`src/rtl/gpio_grp_pkg.sv`:
```
`timescale 1ns/1ps
package gpio_grp_pkg;
  localparam int BUS_W  = 32;
  localparam int ADDR_W = 4;

  typedef enum logic [ADDR_W-1:0] {
    RG_DIR      = 4'h0,
    RG_POL      = 4'h1,
    RG_VAL      = 4'h2,
    RG_SET      = 4'h3,
    RG_CLR      = 4'h4,
    RG_CAUSE    = 4'h5,
    RG_MASK     = 4'h6,
    RG_MASK_ALT = 4'h7,
    RG_CTRL     = 4'h8
  } reg_sel_e;

  localparam logic [BUS_W-1:0] CTRL_FIXED = 32'h11FF_0000;
  localparam int               MODE_BIT   = 10;
endpackage

```
`src/rtl/gpio_in_sync.sv`:
```
`timescale 1ns/1ps
// Multi-flop synchroniser for asynchronous pin levels.
module gpio_in_sync #(
  parameter int WIDTH  = 32,
  parameter int STAGES = 2
) (
  input  logic             clk,
  input  logic             rst,
  input  logic [WIDTH-1:0] d,
  output logic [WIDTH-1:0] q
);
  logic [WIDTH-1:0] stage_q [STAGES];

  always_ff @(posedge clk) begin
    if (rst) begin
      for (int i = 0; i < STAGES; i++) stage_q[i] <= '0;
    end else begin
      stage_q[0] <= d;
      for (int i = 1; i < STAGES; i++) stage_q[i] <= stage_q[i-1];
    end
  end

  assign q = stage_q[STAGES-1];
endmodule

```
`src/rtl/gpio_pin_core.sv`:
```
`timescale 1ns/1ps
// Value and cause storage; detects input-driven rising and falling values.
module gpio_pin_core #(
  parameter int NUM_PINS = 32
) (
  input  logic                clk,
  input  logic                rst,
  input  logic [NUM_PINS-1:0] dir,
  input  logic [NUM_PINS-1:0] pol,
  input  logic [NUM_PINS-1:0] sync_in,
  input  logic [NUM_PINS-1:0] wdata,
  input  logic                val_wr,
  input  logic                set_wr,
  input  logic                clr_wr,
  input  logic                cause_wr,
  output logic [NUM_PINS-1:0] value_q,
  output logic [NUM_PINS-1:0] cause_q,
  output logic [NUM_PINS-1:0] rise,
  output logic [NUM_PINS-1:0] fall,
  output logic [NUM_PINS-1:0] value_nxt
);
  logic [NUM_PINS-1:0] sampled;
  logic [NUM_PINS-1:0] sw_val;

  always_comb begin
    sampled = sync_in ^ pol;
    rise    = ~dir & sampled & ~value_q;
    fall    = ~dir & ~sampled & value_q;
    sw_val  = value_q;
    if (val_wr) sw_val = wdata;
    if (set_wr) sw_val = value_q | wdata;
    if (clr_wr) sw_val = value_q & ~wdata;
    // outputs keep the software value, inputs follow the sampled level
    value_nxt = (dir & sw_val) | (~dir & sampled);
  end

  always_ff @(posedge clk) begin
    if (rst) begin
      value_q <= '0;
      cause_q <= '0;
    end else begin
      value_q <= value_nxt;
      cause_q <= (cause_wr ? wdata : cause_q) | rise;
    end
  end
endmodule

```
`src/rtl/gpio_grp_irq.sv`:
```
`timescale 1ns/1ps
// One interrupt flop per pin group; raising has priority over release.
module gpio_grp_irq #(
  parameter int NUM_PINS   = 32,
  parameter int GROUP_SIZE = 8
) (
  input  logic                           clk,
  input  logic                           rst,
  input  logic                           level_mode,
  input  logic [NUM_PINS-1:0]            mask,
  input  logic [NUM_PINS-1:0]            rise,
  input  logic [NUM_PINS-1:0]            fall,
  input  logic [NUM_PINS-1:0]            value_nxt,
  input  logic [NUM_PINS-1:0]            cause_q,
  input  logic [NUM_PINS-1:0]            wdata,
  input  logic                           cause_wr,
  output logic [NUM_PINS/GROUP_SIZE-1:0] irq
);
  localparam int NUM_GROUPS = NUM_PINS / GROUP_SIZE;

  for (genvar g = 0; g < NUM_GROUPS; g++) begin : g_grp
    logic raise_g;
    logic release_g;
    logic [GROUP_SIZE-1:0] cause_old;
    logic [GROUP_SIZE-1:0] cause_new;

    always_comb begin
      cause_old = cause_q[g*GROUP_SIZE +: GROUP_SIZE];
      cause_new = wdata[g*GROUP_SIZE +: GROUP_SIZE];
      raise_g   = |(rise[g*GROUP_SIZE +: GROUP_SIZE] & mask[g*GROUP_SIZE +: GROUP_SIZE]);
      if (level_mode)
        release_g = (|fall[g*GROUP_SIZE +: GROUP_SIZE]) &&
                    (value_nxt[g*GROUP_SIZE +: GROUP_SIZE] == '0);
      else
        release_g = cause_wr && ((cause_old ^ cause_new) != '0) && (cause_new == '0);
    end

    always_ff @(posedge clk) begin
      if (rst)            irq[g] <= 1'b0;
      else if (raise_g)   irq[g] <= 1'b1;
      else if (release_g) irq[g] <= 1'b0;
    end
  end
endmodule

```
`src/rtl/gpio_grp_port.sv`:
```
`timescale 1ns/1ps
// GPIO port top: register file, address decode, readback and submodule wiring.
module gpio_grp_port
  import gpio_grp_pkg::*;
#(
  parameter int NUM_PINS    = 32,
  parameter int GROUP_SIZE  = 8,
  parameter int SYNC_STAGES = 2
) (
  input  logic                           clk,
  input  logic                           rst,
  input  logic                           bus_wr,
  input  logic                           bus_rd,
  input  logic [ADDR_W-1:0]              bus_addr,
  input  logic [BUS_W-1:0]               bus_wdata,
  output logic [BUS_W-1:0]               bus_rdata,
  input  logic [NUM_PINS-1:0]            pin_in,
  output logic [NUM_PINS-1:0]            pin_out,
  output logic [NUM_PINS-1:0]            pin_oe,
  output logic [NUM_PINS/GROUP_SIZE-1:0] grp_irq
);
  logic [NUM_PINS-1:0] dir_q, pol_q, mask_q;
  logic                mode_q;
  logic [NUM_PINS-1:0] wd;
  logic [NUM_PINS-1:0] sync_in;
  logic [NUM_PINS-1:0] value_q, cause_q, rise, fall, value_nxt;
  logic                wr_dir, wr_pol, wr_val, wr_set, wr_clr, wr_cause, wr_mask, wr_ctrl;
  logic [BUS_W-1:0]    rd_mux;

  assign wd = bus_wdata[NUM_PINS-1:0];

  always_comb begin
    wr_dir = 1'b0; wr_pol = 1'b0; wr_val = 1'b0; wr_set = 1'b0;
    wr_clr = 1'b0; wr_cause = 1'b0; wr_mask = 1'b0; wr_ctrl = 1'b0;
    if (bus_wr) begin
      case (bus_addr)
        RG_DIR:               wr_dir   = 1'b1;
        RG_POL:               wr_pol   = 1'b1;
        RG_VAL:               wr_val   = 1'b1;
        RG_SET:               wr_set   = 1'b1;
        RG_CLR:               wr_clr   = 1'b1;
        RG_CAUSE:             wr_cause = 1'b1;
        RG_MASK, RG_MASK_ALT: wr_mask  = 1'b1;
        RG_CTRL:              wr_ctrl  = 1'b1;
        default: ;
      endcase
    end
  end

  always_ff @(posedge clk) begin
    if (rst) begin
      dir_q  <= '0;
      pol_q  <= '0;
      mask_q <= '0;
      mode_q <= 1'b0;
    end else begin
      if (wr_dir)  dir_q  <= wd;
      if (wr_pol)  pol_q  <= wd;
      if (wr_mask) mask_q <= wd;
      if (wr_ctrl) mode_q <= bus_wdata[MODE_BIT];
    end
  end

  gpio_in_sync #(.WIDTH(NUM_PINS), .STAGES(SYNC_STAGES)) sync_i (
    .clk (clk),
    .rst (rst),
    .d   (pin_in),
    .q   (sync_in)
  );

  gpio_pin_core #(.NUM_PINS(NUM_PINS)) core_i (
    .clk       (clk),
    .rst       (rst),
    .dir       (dir_q),
    .pol       (pol_q),
    .sync_in   (sync_in),
    .wdata     (wd),
    .val_wr    (wr_val),
    .set_wr    (wr_set),
    .clr_wr    (wr_clr),
    .cause_wr  (wr_cause),
    .value_q   (value_q),
    .cause_q   (cause_q),
    .rise      (rise),
    .fall      (fall),
    .value_nxt (value_nxt)
  );

  gpio_grp_irq #(.NUM_PINS(NUM_PINS), .GROUP_SIZE(GROUP_SIZE)) irq_i (
    .clk        (clk),
    .rst        (rst),
    .level_mode (mode_q),
    .mask       (mask_q),
    .rise       (rise),
    .fall       (fall),
    .value_nxt  (value_nxt),
    .cause_q    (cause_q),
    .wdata      (wd),
    .cause_wr   (wr_cause),
    .irq        (grp_irq)
  );

  always_comb begin
    rd_mux = '0;
    case (bus_addr)
      RG_DIR:               rd_mux[NUM_PINS-1:0] = dir_q;
      RG_POL:               rd_mux[NUM_PINS-1:0] = pol_q;
      RG_VAL:               rd_mux[NUM_PINS-1:0] = value_q;
      RG_CAUSE:             rd_mux[NUM_PINS-1:0] = cause_q;
      RG_MASK, RG_MASK_ALT: rd_mux[NUM_PINS-1:0] = mask_q;
      RG_CTRL: begin
        rd_mux           = CTRL_FIXED;
        rd_mux[MODE_BIT] = mode_q;
      end
      default: ;
    endcase
  end

  always_ff @(posedge clk) begin
    if (rst)         bus_rdata <= '0;
    else if (bus_rd) bus_rdata <= rd_mux;
  end

  assign pin_out = value_q;
  assign pin_oe  = dir_q;
endmodule

```
`config.mk`:
```
export PLATFORM = sky130hd
export DESIGN_NAME = gpio_grp_port
export DESIGN_NICKNAME = d
export VERILOG_FILES = /design/src/rtl/gpio_grp_pkg.sv /design/src/rtl/gpio_in_sync.sv /design/src/rtl/gpio_pin_core.sv /design/src/rtl/gpio_grp_irq.sv /design/src/rtl/gpio_grp_port.sv
export SDC_FILE = /design/constraint.sdc
export NUM_CORES = 1
export LEC_CHECK = 0
export ABC_AREA = 1
export ABC_CLOCK_PERIOD_IN_PS = 3500
export BUFFER_PORTS_ARGS = -buffer_cell sky130_fd_sc_hd__buf_2
export CORE_MARGIN = 2
export CORE_UTILIZATION = 45
export DETAILED_ROUTE_END_ITERATION = 10
export GPL_TIMING_DRIVEN = 0
export PLACE_DENSITY = 0.73
export SLEW_MARGIN = 10
export SYNTH_ARGS = -nofsm -noshare
export SYNTH_HDL_FRONTEND = slang
export SYNTH_HIERARCHICAL = 1
export SYNTH_SLANG_ARGS = --single-unit
```
`constraint.sdc`:
```
create_clock -name clk -period 3.5 [get_ports clk]
set_input_delay 0.7 -clock clk [delete_from_list [all_inputs] [get_ports clk]]
set_output_delay 0.7 -clock clk [all_outputs]
set_load 0.02 [all_outputs]
```
After elaboration in Yosys (flattened, before gate mapping)
Memory sizes are Yosys's and may differ from the RTL's.
Cells that the tools add are included.
Widths: inputs -> output; s select.
{"block": "totals", "register_bits": 197, "output_inout_bits": 100, "input_bits": 72, "elab_cells": 120, "ramBits": 64, "mem_count": 1}
{"block": "classes", "n_reduce_logical": 38, "n_eq_ne": 8, "mux": 38, "n_bitwise": 24}
{"name": "sync_i.stage_q", "words": 2, "width": 32, "rd": 2, "rd_ports_with_merged_regs": 0, "write_ports": 2, "line": "gpio_in_sync.sv:12", "text": "logic [WIDTH-1:0] stage_q [STAGES];"}
{"op": "$and 32x32->32", "count": 6}
{"op": "$mux 32", "count": 6}
{"op": "$pmux 32 s6", "count": 1}
{"op": "$not 32->32", "count": 4}
{"op": "$or 32x32->32", "count": 3}
{"op": "$logic_not 8->1", "count": 8}
{"op": "$reduce_or 8->1", "count": 8}
{"op": "$and 8x8->8", "count": 4}
{"op": "$reduce_bool 8->1", "count": 4}
{"op": "$xor 32x32->32", "count": 1}
{"op": "$xor 8x8->8", "count": 4}
{"op": "$mux 1", "count": 31}
{"op": "$eq 4x3->1 const B", "count": 4}
{"op": "$logic_and 1x1->1", "count": 12}
{"op": "$eq 4x2->1 const B", "count": 2}
{"op": "$reduce_bool 2->1", "count": 4}
{"op": "$eq 4x1->1 const B", "count": 1}
{"op": "$eq 4x4->1 const B", "count": 1}
{"op": "$logic_not 4->1", "count": 1}
{"op": "$or 1x1->1", "count": 2}
{"op": "$reduce_or 2->1", "count": 1}

Logic depth before layout (Yosys ltp)
{"block": "logic_depth", "depth_word": 13, "mapped_depth": 18, "ltp_nobuf": 15}

By module
The synthesis kept the hierarchy.
{"mod": "gpio_grp_port", "cells_per_inst": 812, "area_each_um2": 5820.6, "instances": 1, "seq_area_each_um2": 2582.5}
{"mod": "gpio_pin_core", "cells_per_inst": 602, "area_each_um2": 4032.6, "instances": 1, "seq_area_each_um2": 1281.2}
{"mod": "gpio_in_sync", "cells_per_inst": 231, "area_each_um2": 2080.7, "instances": 1, "seq_area_each_um2": 1281.2}
{"mod": "gpio_grp_irq", "cells_per_inst": 278, "area_each_um2": 1256.2, "instances": 1, "seq_area_each_um2": 80.1}

Worst setup path after synthesis
Ideal clock, no wire load.
{"block": "synth_path", "kind": "input-to-reg", "from": "input port bus_addr[3]", "to": "register irq_i.irq[3]", "arrival_time_ns": 2.418, "stages": 15, "setup_time_ns": 0.117, "n_path_buf": 3, "slack_ns": 0.965, "required_time_ns": 3.383, "cell_sequence": "inv_1 -> clkbuf_1 -> nand2_1 -> nor4_1 -> buf_4 -> clkbuf_1 -> a21oi_1 -> nand2_2 -> nand2_1 -> nor2_1 -> nand3_1 -> nor2_1 -> a21boi_2 -> nand2_1 -> a21oi_1"}
{"block": "synth_via", "word_cells_on_any_way": 23, "classes_between": "eq/ne: 4; mux: 12; bitwise: 2; reduce/logical: 5"}
{"item": "from (decl)", "line": "gpio_grp_port.sv:14", "text": "input logic [ADDR_W-1:0] bus_addr,"}
{"item": "$eq 4x3->1", "line": "gpio_grp_port.sv:36", "text": "case (bus_addr)"}
{"item": "$mux 1", "line": "gpio_grp_port.sv:36"}
{"item": "$mux 1", "line": "gpio_grp_port.sv:35", "text": "if (bus_wr) begin"}
{"item": "net wr_clr", "line": "gpio_grp_port.sv:27", "text": "logic wr_dir, wr_pol, wr_val, wr_set, wr_clr, wr_cause, wr_mask, wr_ctrl;"}
{"item": "$mux 32", "line": "gpio_pin_core.sv:32", "text": "if (clr_wr) sw_val = value_q & ~wdata;"}
{"item": "$and 32x32->32", "line": "gpio_pin_core.sv:34", "text": "value_nxt = (dir & sw_val) | (~dir & sampled);"}
{"item": "$or 32x32->32", "line": "gpio_pin_core.sv:34"}
{"item": "net value_nxt[26]", "line": "gpio_grp_port.sv:26", "text": "logic [NUM_PINS-1:0] value_q, cause_q, rise, fall, value_nxt;"}
{"item": "$logic_not 8->1", "line": "gpio_grp_irq.sv:33", "text": "(value_nxt[g*GROUP_SIZE +: GROUP_SIZE] == '0);"}
{"item": "$logic_and 1x1->1", "line": "gpio_grp_irq.sv:32", "text": "release_g = (|fall[g*GROUP_SIZE +: GROUP_SIZE]) &&"}
{"item": "$mux 1", "line": "gpio_grp_irq.sv:31", "text": "if (level_mode)"}
{"item": "$reduce_bool 2->1 (no source line)"}
{"item": "to (signal, indexed assignment)", "line": "gpio_grp_irq.sv:39", "text": "if (rst) irq[g] <= 1'b0;"}
{"item": "to (signal, indexed assignment)", "line": "gpio_grp_irq.sv:40", "text": "else if (raise_g) irq[g] <= 1'b1;"}
{"item": "to (signal, indexed assignment)", "line": "gpio_grp_irq.sv:41", "text": "else if (release_g) irq[g] <= 1'b0;"}
{"item": "to (decl)", "line": "gpio_grp_irq.sv:17", "text": "output logic [NUM_PINS/GROUP_SIZE-1:0] irq"}
The timed path passes the listed nets, and every way through them passes these cells.
A chain may end at the register's enable or synchronous reset.

Worst setup path in the final report
{"block": "layout_path", "from": "input port bus_addr[3]", "to": "register irq_i.irq[0]"}
Same word-level chain as after synthesis.

==> results.sh <==
export IMPL_powerDensity_mw_per_mm2=463
export IMPL_rsz0062_at_grt="false"
export IMPL_num_io_pins=172
export IMPL_cap_violations=0
export IMPL_reg2reg_slack_ps=1880
export IMPL_crit_start="bus_addr[3]"
export IMPL_ys_top_cells_by_area="dfxtp_1 (40%), nand2_1 (11%), a21oi_1 (7.2%)"
export IMPL_nNetsFinal=2194
export IMPL_fin_cells=2529
export IMPL_place_congestion=0.965
export IMPL_place_area_mm2=0.0145
export IMPL_end_kind="flip-flop"
export IMPL_slew_headroom_pct=29.5
export IMPL_drt_total_wl_mm=45.9
export IMPL_post_route_util_pct=53.9
export IMPL_r2r_cells=8
export IMPL_die_h_um=175
export IMPL_cts_repair_resized=0
export IMPL_cts_sinks=261
export IMPL_core_mm2=0.0288
export IMPL_hp_class="input pin to flip-flop"
export IMPL_cts_root_buf="clkbuf_16"
export IMPL_fillCellCount=2774
export IMPL_cts_htree_levels=1
export IMPL_clockBufferDepth=3
export IMPL_setup_viol=0
export IMPL_rows=62
export IMPL_die_w_um=175
export IMPL_grt_usage_pct=29.1
export IMPL_portBuffers=169
export IMPL_routedWlPerCell_um=18.1
export IMPL_leakage_nw=7.25
export IMPL_seq_area_mm2=0.00523
export IMPL_power_mw=7.18
export IMPL_postLayoutCellArea_mm2=0.0155
export IMPL_cts_hold_buf=0
export IMPL_start_util_pct=45.8
export IMPL_critical_path_class="input pin to flip-flop"
export IMPL_timing_hold_violations_final=0
export IMPL_cts_clk_slew_worst_paths_ps=60
export IMPL_clk_latency_ps=550
export IMPL_final_max_slew_viol_count=0
export IMPL_dp_cells=2476
export IMPL_grt_max_degree=14
export IMPL_multiInputGateArea_mm2=0.00621
export IMPL_viasPerCell=5.35
export IMPL_ys_types=33
export IMPL_synth_top_cell_area_share_pct=39.6
export IMPL_vias=13500
export IMPL_grt_pass1_vias=12700
export IMPL_finalClockSkew_ps=12.1
export IMPL_ys_ff_latch=261
export IMPL_post_route_drc_count=0
export IMPL_peakVddDrop_v=0.000356
export IMPL_critPathMaxFanout=10
export IMPL_yosys_area_top_type="dfxtp_1"
export IMPL_synth_seq_area_share_pct=39.6
export IMPL_dp_worst_setup_slack_ps=-127
export IMPL_tightestPinTransition_ps=1060
export IMPL_antenna_found_initial=3
export IMPL_dpl_hpwl_mm=33.1
export IMPL_endpoint="irq_i/irq[0]"
export IMPL_synth_fp_nets=1995
export IMPL_critical_path_arrival_ps=3620
export IMPL_detail_route_first_pass_iterations=6
export IMPL_worst_hold_slack_ps=349
export IMPL_r2r_start="sync_i/stage_q[0][46]"
export IMPL_timing_final_crit_share_pct=91.7
export IMPL_required_ps=3910
export IMPL_mostFrequentLayoutCells="nand2_1 (397), dfxtp_1 (261), inv_1 (245), buf_2 (195), a21oi_1 (190)"
export IMPL_layout_commonest_cell="nand2_1"
export IMPL_syn_area_mm2=0.0132
export IMPL_die_area_mm2=0.0307
export IMPL_yosys_warnings=6
export IMPL_cts_made_buffers=28
export IMPL_start_kind="input pin"
export IMPL_period_needed_ps=3210
export IMPL_final_layout_size_suffix_gt1_share_pct=17.1
export IMPL_drtIter0Drc=1455
export IMPL_status="finished clean"
export IMPL_layout_setup_ws_ps=291
export IMPL_grt_overflow=0
export IMPL_synth_cells=1923
export IMPL_area_growth_synth_to_final_pct=17.5
export IMPL_grt_pass1_wl_mm=69.5
export IMPL_postCtsSetupRepairBufs=0
export IMPL_setup_tns_ps=0
export IMPL_r2r_end="irq_i/irq[1]"
export IMPL_antenna_left=0
export IMPL_synth_avg_cell_area_um2=6.86
export IMPL_max_freq_ghz=0.312
export IMPL_cts_tree="yes"
worst min-delay path by stage:
stage,startpoint,slack [ps],depth (start not counted),to
detailed placement,sync_i/stage_q[0][7],390,2,sync_i/stage_q[0][39]
global placement,sync_i/stage_q[0][26],390,2,sync_i/stage_q[0][58]
CTS,pin_in[25],340,3,sync_i/stage_q[0][25]
global route,pin_in[4],360,3,sync_i/stage_q[0][4]
floorplan,sync_i/stage_q[0][0],390,2,sync_i/stage_q[0][32]
finish,pin_in[18],350,3,sync_i/stage_q[0][18]
registers in the layout, summed over array words and instances, names as in the netlist:
name,cells
sync_i/stage_q,64
bus_rdata,32
core_i/cause_q,32
core_i/value_q,32
mask_q,32
pin_oe,32
pol_q,32
irq_i/irq,4
mode_q,1
worst max-delay path: stages:
cell	delay (ps)
buf_2	140
inv_1	150
clkbuf_1	460
nand2_1	130
nor4_1	210
buf_4	210
clkbuf_1	630
a21oi_1	200
nand2_2	130
nand2_1	60
nor2_1	160
nand2_1	90
nor2_1	100
a21boi_0	100
nand2_1	100
a21oi_2	50
synth_stat cells:
cell type  number
xnor2_1        12
nand2_2        19
nand3_1       162
nor2_4          2
inv_2          21
xor2_1         32
o21ai_1         1
nand4_1        38
a21boi_2        3
nand2_1       397
inv_1         245
clkbuf_4        2
a21oi_2        18
buf_4          43
o21ai_0        93
nor2_2          4
a21boi_0        1
o22ai_1        11
mux2i_1        32
nor2_1        185
a21oi_1       190
dfxtp_1       261
nand3_2         2
nor3_1         33
nor4_1          3
clkbuf_1       46
clkinv_1        1
buf_2          26
a31oi_1         7
buf_1           1
or2_1           1
o21bai_1       21
buf_6          10
power breakdown:
group | internal (mW) | leakage [nW] | switching (mW) | total [mW]
registers | 3.09 | 2.13 | 0.0954 | 3.18
clock network | 1.91 | 0.482 | 1.26 | 3.17
logic | 0.271 | 4.64 | 0.564 | 0.835
metal layers:
layer / global-route usage [%] / routed length [um]
met5: 0 / 12
met4: 12.5 / 1920
met3: 4.83 / 4630
met2: 46.1 / 20200
met1: 39.0 / 19100
kinds of logic (layout without fill, tap and decap cells):
group	after synthesis	after routing	share of synthesized area (%)
other	0	2	0
AND/OR/NAND/NOR	846	846	27.4
XOR/XNOR	44	44	2.92
buffers and inverters	395	615	13.3
multiplexers	32	32	2.43
flip-flops	261	261	39.6
AO/OA/AOI/OAI	345	345	14.3
final cells by class:
| type | instances | share of cell area, % |
|---|---|---|
| clock inverters | 13 | 1.12 |
| clock buffers | 38 | 5.22 |
| repair buffers | 169 | 5.46 |
| inverters | 267 | 6.46 |
| plain buffers | 128 | 4.88 |
| diodes | 2 | 0.0323 |
| well taps | 384 | 3.10 |
| flip-flops and latches | 261 | 33.7 |
| multi-input cells | 1267 | 40.0 |
No activity file was read; power rests on OpenSTA's default activity.
